$ cat src/rtl/vsup_pkg.sv
package vsup_pkg;
    localparam int BUS_DW = 8;
    localparam int N_CMP = 3;
    localparam int CMP_REARM = 0;
    localparam int CMP_HI = 1;
    localparam int CMP_LO = 2;

    localparam logic [1:0] ADR_CTRL = 2'd0;
    localparam logic [1:0] ADR_SEL = 2'd1;
    localparam logic [1:0] ADR_CAUSE = 2'd2;

    localparam int B_DET_EN = 0;
    localparam int B_RST_EN = 1;
    localparam int B_IRQ_EN = 2;
    localparam int B_KEEP = 3;
    localparam int B_ACK = 6;
    localparam int B_FLAG = 7;

    localparam logic [2:0] CAUSE_POR = 3'b110;
    localparam logic [2:0] CAUSE_LVD = 3'b010;
    localparam logic [2:0] CAUSE_EXT = 3'b001;

    typedef enum logic [2:0] {
        ST_POR_HOLD = 3'd0,
        ST_LVD_HOLD = 3'd1,
        ST_EXT_HOLD = 3'd2,
        ST_RUN = 3'd3,
        ST_STOP = 3'd4
    } vs_state_e;

    typedef enum logic [1:0] {
        LP_RUN = 2'd0,
        LP_STOP2 = 2'd1,
        LP_STOP3 = 2'd2,
        LP_STOP4 = 2'd3
    } lp_mode_e;
endpackage

$ cat src/rtl/vsup_sync.sv
module vsup_sync #(
    parameter int N = 3,
    parameter int STAGES = 2
) (
    input  logic         clk,
    input  logic         rst_ni,
    input  logic [N-1:0] d_i,
    output logic [N-1:0] q_o
);
    logic [N-1:0] stg [STAGES];

    for (genvar s = 0; s < STAGES; s++) begin : g_stage
        if (s == 0) begin : g_first
            always_ff @(posedge clk or negedge rst_ni) begin
                if (!rst_ni) stg[0] <= '1;
                else         stg[0] <= d_i;
            end
        end else begin : g_next
            always_ff @(posedge clk or negedge rst_ni) begin
                if (!rst_ni) stg[s] <= '1;
                else         stg[s] <= stg[s-1];
            end
        end
    end

    assign q_o = stg[STAGES-1];
endmodule

$ cat src/rtl/vsup_fsm.sv
module vsup_fsm
    import vsup_pkg::*;
(
    input  logic             clk,
    input  logic             rst_ni,
    input  logic [N_CMP-1:0] syn_i,
    input  logic             det_en_i,
    input  logic             rst_en_i,
    input  logic             keep_i,
    input  logic             sel_hi_i,
    input  logic             ext_rst_i,
    input  logic             stop_req_i,
    input  logic [1:0]       stop_depth_i,
    input  logic             wake_i,
    output logic             det_evt_o,
    output logic             det_on_o,
    output logic             sys_rst_o,
    output logic             in_por_o,
    output logic [1:0]       lp_mode_o,
    output logic [2:0]       cause_o
);
    vs_state_e state_q, state_d;
    lp_mode_e  mode_q, mode_d;
    logic [2:0] cause_q, cause_d;
    logic      prev_q;
    logic      syn_sel;

    function automatic lp_mode_e pick_mode(input logic [1:0] depth, input logic survive);
        lp_mode_e m;
        if (depth[1])         m = LP_STOP4;
        else if (survive)     m = LP_STOP4;
        else if (depth[0])    m = LP_STOP3;
        else                  m = LP_STOP2;
        return m;
    endfunction

    assign syn_sel   = sel_hi_i ? syn_i[CMP_HI] : syn_i[CMP_LO];
    assign det_on_o  = det_en_i && ((state_q == ST_RUN) ||
                                    ((state_q == ST_STOP) && (mode_q == LP_STOP4)));
    assign det_evt_o = det_on_o && syn_sel && !prev_q;

    always_ff @(posedge clk or negedge rst_ni) begin
        if (!rst_ni) begin
            state_q <= ST_POR_HOLD;
            mode_q  <= LP_RUN;
            cause_q <= CAUSE_POR;
            prev_q  <= 1'b1;
        end else begin
            state_q <= state_d;
            mode_q  <= mode_d;
            cause_q <= cause_d;
            prev_q  <= syn_sel;
        end
    end

    always_comb begin
        state_d = state_q;
        mode_d  = mode_q;
        cause_d = cause_q;
        if (syn_i[CMP_REARM]) begin
            state_d = ST_POR_HOLD;
            cause_d = CAUSE_POR;
        end else begin
            unique case (state_q)
                ST_POR_HOLD: if (!syn_i[CMP_LO]) state_d = ST_RUN;
                ST_LVD_HOLD: if (!syn_sel)       state_d = ST_RUN;
                ST_EXT_HOLD: if (!ext_rst_i)     state_d = ST_RUN;
                ST_RUN, ST_STOP: begin
                    if (det_evt_o && rst_en_i) begin
                        state_d = ST_LVD_HOLD;
                        cause_d = CAUSE_LVD;
                    end else if (ext_rst_i) begin
                        state_d = ST_EXT_HOLD;
                        cause_d = CAUSE_EXT;
                    end else if (state_q == ST_RUN && stop_req_i) begin
                        state_d = ST_STOP;
                        mode_d  = pick_mode(stop_depth_i, det_en_i && keep_i);
                    end else if (state_q == ST_STOP && wake_i) begin
                        state_d = ST_RUN;
                    end
                end
                default: state_d = ST_POR_HOLD;
            endcase
        end
    end

    always_comb begin
        sys_rst_o = 1'b0;
        in_por_o  = 1'b0;
        lp_mode_o = LP_RUN;
        unique case (state_q)
            ST_POR_HOLD: begin
                sys_rst_o = 1'b1;
                in_por_o  = 1'b1;
            end
            ST_LVD_HOLD, ST_EXT_HOLD: sys_rst_o = 1'b1;
            ST_STOP: lp_mode_o = mode_q;
            default: lp_mode_o = LP_RUN;
        endcase
    end

    assign cause_o = cause_q;
endmodule

$ cat src/rtl/vsup_regs.sv
module vsup_regs
    import vsup_pkg::*;
#(
    parameter int AW = 2
) (
    input  logic              clk,
    input  logic              rst_ni,
    input  logic              in_por_i,
    input  logic              hold_i,
    input  logic              det_evt_i,
    input  logic [2:0]        cause_i,
    input  logic [AW-1:0]     addr_i,
    input  logic              we_i,
    input  logic [BUS_DW-1:0] wdata_i,
    output logic [BUS_DW-1:0] rdata_o,
    output logic              det_en_o,
    output logic              rst_en_o,
    output logic              irq_en_o,
    output logic              keep_o,
    output logic              sel_hi_o,
    output logic              flag_o
);
    logic wr_ctrl, wr_sel, set_flag;
    logic unused_wbits;

    assign wr_ctrl  = we_i && (addr_i == AW'(ADR_CTRL));
    assign wr_sel   = we_i && (addr_i == AW'(ADR_SEL));
    assign set_flag = det_evt_i && irq_en_o && !rst_en_o;
    assign unused_wbits = ^{wdata_i[7], wdata_i[5:4]};

    always_ff @(posedge clk or negedge rst_ni) begin
        if (!rst_ni) begin
            det_en_o <= 1'b1;
            rst_en_o <= 1'b1;
            irq_en_o <= 1'b0;
            keep_o   <= 1'b0;
            sel_hi_o <= 1'b0;
            flag_o   <= 1'b0;
        end else if (in_por_i) begin
            det_en_o <= 1'b1;
            rst_en_o <= 1'b1;
            irq_en_o <= 1'b0;
            keep_o   <= 1'b0;
            sel_hi_o <= 1'b0;
            flag_o   <= 1'b0;
        end else if (hold_i) begin
            flag_o <= 1'b0;
        end else begin
            if (wr_ctrl) begin
                det_en_o <= wdata_i[B_DET_EN];
                rst_en_o <= wdata_i[B_RST_EN];
                irq_en_o <= wdata_i[B_IRQ_EN];
                keep_o   <= wdata_i[B_KEEP];
            end
            if (wr_sel) sel_hi_o <= wdata_i[0];
            if (set_flag)                        flag_o <= 1'b1;
            else if (wr_ctrl && wdata_i[B_ACK])  flag_o <= 1'b0;
        end
    end

    always_comb begin
        rdata_o = '0;
        unique case (addr_i)
            AW'(ADR_CTRL): begin
                rdata_o[B_FLAG]   = flag_o;
                rdata_o[B_KEEP]   = keep_o;
                rdata_o[B_IRQ_EN] = irq_en_o;
                rdata_o[B_RST_EN] = rst_en_o;
                rdata_o[B_DET_EN] = det_en_o;
            end
            AW'(ADR_SEL):   rdata_o[0] = sel_hi_o;
            AW'(ADR_CAUSE): rdata_o[2:0] = cause_i;
            default:        rdata_o = '0;
        endcase
    end
endmodule

$ cat src/rtl/vsup_ctrl.sv
module vsup_ctrl
    import vsup_pkg::*;
#(
    parameter int SYNC_STAGES = 2,
    parameter int AW = 2
) (
    input  logic              clk,
    input  logic              rst_ni,
    input  logic              cmp_below_rearm_i,
    input  logic              cmp_below_hi_i,
    input  logic              cmp_below_lo_i,
    input  logic              ext_rst_req_i,
    input  logic              stop_req_i,
    input  logic [1:0]        stop_depth_i,
    input  logic              wake_i,
    input  logic [AW-1:0]     bus_addr_i,
    input  logic              bus_we_i,
    input  logic [BUS_DW-1:0] bus_wdata_i,
    output logic [BUS_DW-1:0] bus_rdata_o,
    output logic              irq_o,
    output logic              sys_rst_o,
    output logic [1:0]        lp_mode_o,
    output logic              det_on_o
);
    logic [N_CMP-1:0] cmp_raw, cmp_syn;
    logic det_en_w, rst_en_w, irq_en_w, keep_w, sel_hi_w, flag_w;
    logic det_evt_w, in_por_w;
    logic [2:0] cause_w;

    always_comb begin
        cmp_raw = '0;
        cmp_raw[CMP_REARM] = cmp_below_rearm_i;
        cmp_raw[CMP_HI]    = cmp_below_hi_i;
        cmp_raw[CMP_LO]    = cmp_below_lo_i;
    end

    vsup_sync #(.N(N_CMP), .STAGES(SYNC_STAGES)) u_sync (
        .clk(clk), .rst_ni(rst_ni), .d_i(cmp_raw), .q_o(cmp_syn)
    );

    vsup_fsm u_fsm (
        .clk(clk), .rst_ni(rst_ni), .syn_i(cmp_syn),
        .det_en_i(det_en_w), .rst_en_i(rst_en_w), .keep_i(keep_w), .sel_hi_i(sel_hi_w),
        .ext_rst_i(ext_rst_req_i), .stop_req_i(stop_req_i), .stop_depth_i(stop_depth_i),
        .wake_i(wake_i), .det_evt_o(det_evt_w), .det_on_o(det_on_o),
        .sys_rst_o(sys_rst_o), .in_por_o(in_por_w), .lp_mode_o(lp_mode_o), .cause_o(cause_w)
    );

    vsup_regs #(.AW(AW)) u_regs (
        .clk(clk), .rst_ni(rst_ni), .in_por_i(in_por_w), .hold_i(sys_rst_o),
        .det_evt_i(det_evt_w), .cause_i(cause_w), .addr_i(bus_addr_i), .we_i(bus_we_i),
        .wdata_i(bus_wdata_i), .rdata_o(bus_rdata_o), .det_en_o(det_en_w),
        .rst_en_o(rst_en_w), .irq_en_o(irq_en_w), .keep_o(keep_w), .sel_hi_o(sel_hi_w),
        .flag_o(flag_w)
    );

    assign irq_o = flag_w && irq_en_w;
endmodule

$ cat config.mk
export PLATFORM = sky130hd
export DESIGN_NAME = vsup_ctrl
export DESIGN_NICKNAME = d
export VERILOG_FILES = /design/src/rtl/vsup_pkg.sv /design/src/rtl/vsup_sync.sv /design/src/rtl/vsup_fsm.sv /design/src/rtl/vsup_regs.sv /design/src/rtl/vsup_ctrl.sv
export SDC_FILE = /design/constraint.sdc
export NUM_CORES = 1
export LEC_CHECK = 0
export ABC_AREA = 0
export BUFFER_PORTS_ARGS = -buffer_cell sky130_fd_sc_hd__buf_2
export CAP_MARGIN = 20
export CORE_MARGIN = 2
export CORE_UTILIZATION = 53
export DETAILED_ROUTE_END_ITERATION = 12
export PLACE_DENSITY = 0.92
export SLEW_MARGIN = 10
export SYNTH_ARGS = -nofsm -noshare
export SYNTH_HDL_FRONTEND = slang
export SYNTH_SLANG_ARGS = --single-unit
export TNS_END_PERCENT = 1
$ cat constraint.sdc
create_clock -name clk -period 5.19 [get_ports clk]
set_clock_uncertainty 0.2 [all_clocks]
set_input_delay 0.2595 -clock clk [delete_from_list [all_inputs] [get_ports clk]]
set_output_delay 0.2595 -clock clk [all_outputs]
set_load 0.01 [all_outputs]
==> results.cfg <==
[sta]
post-route-min-period_ns = 2.43
setup_viol = 0
setup_tns_ns = 0
slew_violations = 0
hold_ws_ns = 0.00340
hold_violations = 0
max_freq_mhz = 411
rsz0062_at_grt = false
period_share_pct = 46.8

[route]
vias = 938
detail-route-antenna-nets = 0
wl_per_cell_um = 14.4
wl_um = 2420
first_pass_iters = 4
via_per_inst = 5.58
drt_iter0_markers = 12
drcViolationCount = 0

[global_route]
track_usage_pct = 21.9
grt_pass1_vias = 949
grt_max_degree = 22
gr-total-overflow = 0
grt_pass1_wl_um = 4230
grt_antenna_before_repair = 0

[yosys]
synth.area.top_cells = dfstp_2 (26%), dfrtp_1 (23%), mux2i_1 (9.9%)
synth_top_area_cell = dfstp_2
yosys.cell_types.count = 36
avgSynthCellArea_um2 = 9.92
synthCells = 112
synth.most_common_cell = nor2_1
mappedNetlistArea_mm2 = 0.00111
synth.yosys.warnings = 0
synth_flop_cell = dfstp_2
ys_seq_elements = 21
synth_edf_count = 0
async_flop_share_pct = 100
synth.top_cell.area_share_pct = 26.0
synth_common_cells = nor2_1 (12), dfstp_2 (11), mux2i_1 (11)
synth_seq_area_share_pct = 48.5

[final_layout]
register_area_um2 = 539
drive_gt1_share_pct = 32.6
n_antenna_cell = 0
fill_cells = 163
area_growth_pct = 18.9
multi_input_area_um2 = 507
final_area_mm2 = 0.00132
fin_nets = 163
final_util_pct = 67.3

[worst_setup_path]
cp-start-kind = flop
worstSetupEndpointType = flop
cp_max_fo = 13
cp_cell_sequence = or3b_1 -> o32ai_2 -> and4b_4 -> or4_4 -> mux2_4
critPathKind = reg2reg
crit_slowest_cell = dfrtp_1
worst_ep_required_time_ns = 5.19
cp.arrival_ns = 2.43
cp_slowest_stage_delay_ns = 0.63

[job]
maxCapViolCount = 0

[floorplan]
die_h_um = 49.8
ios = 34
die-area_mm2 = 0.00248
initial_core_util_pct = 56.6
coreArea_mm2 = 0.00196
rows = 16
die_x_um = 49.8

[placed_design]
dpl.hpwl_um = 1770
dpl_cell_area_mm2 = 0.00123
io_buffers = 27
place.gp.congestion = 0.758

[clock_tree]
clk_latency_ns = 0.30
cts_tree = done
cts.sinks = 21
cts_max_level = 1
clk_path_buf_depth = 2
cts.clk_slew.worst_paths_ns = 0.12
numCtsBuffers = 3
cts-root-buf = clkbuf_4

[outcome]
outcome = completed

[power_and_ir_drop]
power.density_mw_per_mm2 = 280
ir_drop_mv = 0.188
leakagePower_nw = 0.650

[worst_hold_path]
hold_class = in2reg
## per-stage QoR
stage	worst slack [ns]	cells	power (W)
6_report	2.76	168	0.000371
5_1_grt	2.64	168	0.000394
4_1_cts	2.77	168	0.000373
3_5_place_dp	2.79	158	0.000292
3_3_place_gp	2.84	158	0.000286
2_1_floorplan	3.05	114	0.000265
## layout by cell type, fill, tap and decap left out, types with 2 or more instances in the layout
master         count
nand2_1           10
a21oi_1            5
nor2b_1            2
nor2_1            12
mux2i_1           11
and2_1             3
clkbuf_4           3
dfstp_2           11
or3_1              2
conb_1             3
o21ai_0            4
nand4_1            2
inv_1              5
a21o_1             3
dfrtp_1           10
nand3_1            2
buf_2             27
o21ai_1            2
dlygate4sd3_1      6
## timing repair
| action | in CTS | in global routing |
|---|---|---|
| buffers inserted | 0 | 0 |
| hold buffers | 6 | 0 |
| endpoints found under the hold margin | 15 | 0 |
| resized for setup | 0 | 0 |
## routing by layer
metal | track usage [%] | vias up | wire (um)
met2 | 39.1 | 46 | 1190
met4 | 6.02 | 0 | 15
li1 | - | 444 | -
met5 | 0 | - | 0
met3 | 4.24 | 2 | 163
met1 | 26.8 | 446 | 1050
## final timing paths
path	from	end	slack (ns)	cells past startpoint
hold reg to reg	u_sync.stg[4]$_DFF_PN1_	u_sync.q_o[1]$_DFF_PN1_	0.16	0
hold / removal	bus_wdata_i[2]	u_regs.irq_en_o$_DFFE_PN0P_	0.003	3
min in group asynchronous	rst_ni	u_fsm.state_q[2]$_DFFE_PN0P_	0.23	2
max in group asynchronous	rst_ni	u_fsm.cause_o[2]$_DFFE_PN1P_	4.22	2
setup / recovery	u_fsm.state_q[1]$_DFFE_PN0P_	u_fsm.mode_q[0]$_DFFE_PN0P_	2.76	5
setup reg to reg	u_fsm.state_q[1]$_DFFE_PN0P_	u_fsm.mode_q[0]$_DFFE_PN0P_	2.76	5
## registers in the layout, summed over array words and instances (netlist names)
signal           cells
u_sync.q_o           3
u_fsm.cause_o        3
u_regs.det_en_o      1
u_regs.irq_en_o      1
u_regs.sel_hi_o      1
u_sync.stg           3
u_regs.rst_en_o      1
u_regs.keep_o        1
u_fsm.prev_q         1
u_fsm.mode_q         2
u_regs.flag_o        1
u_fsm.state_q        3
## worst max-delay path: cells and delay by family (launching register included)
family          cells  cell delay, ns
compound gates      1            0.13
simple gates        3            1.06
flops               1            0.63
mux                 1            0.31
## logic make-up (layout without fill, tap and decap cells)
group                     after synthesis  in the layout  synth area share (%)
AOI/OAI and AO/OA                      22             22                  13.7
buffers and inverters                  15             42                  6.53
DFF                                    21             21                  48.5
and+or+nand+nor                        40             40                  18.8
xor gates and xnor gates                1              1                 0.788
muxes                                  12             12                  11.3
other                                   1              3                 0.338
## power by group
group	internal, W	switching, W
registers	0.000185	0.0000223
logic	0.0000428	0.0000422
clock network	0.0000287	0.0000493
## final cells by class
cell class | count | share of cell area (%)
Clock buffer | 3 | 1.70
Clock inverter | 1 | 0.379
Inverter | 5 | 1.42
Multi-Input combinational cell | 78 | 38.4
Sequential cell | 21 | 40.8
Tap cell | 27 | 2.56
Timing Repair Buffer | 33 | 14.8
Note: power is estimated with default switching activity, not from simulation.
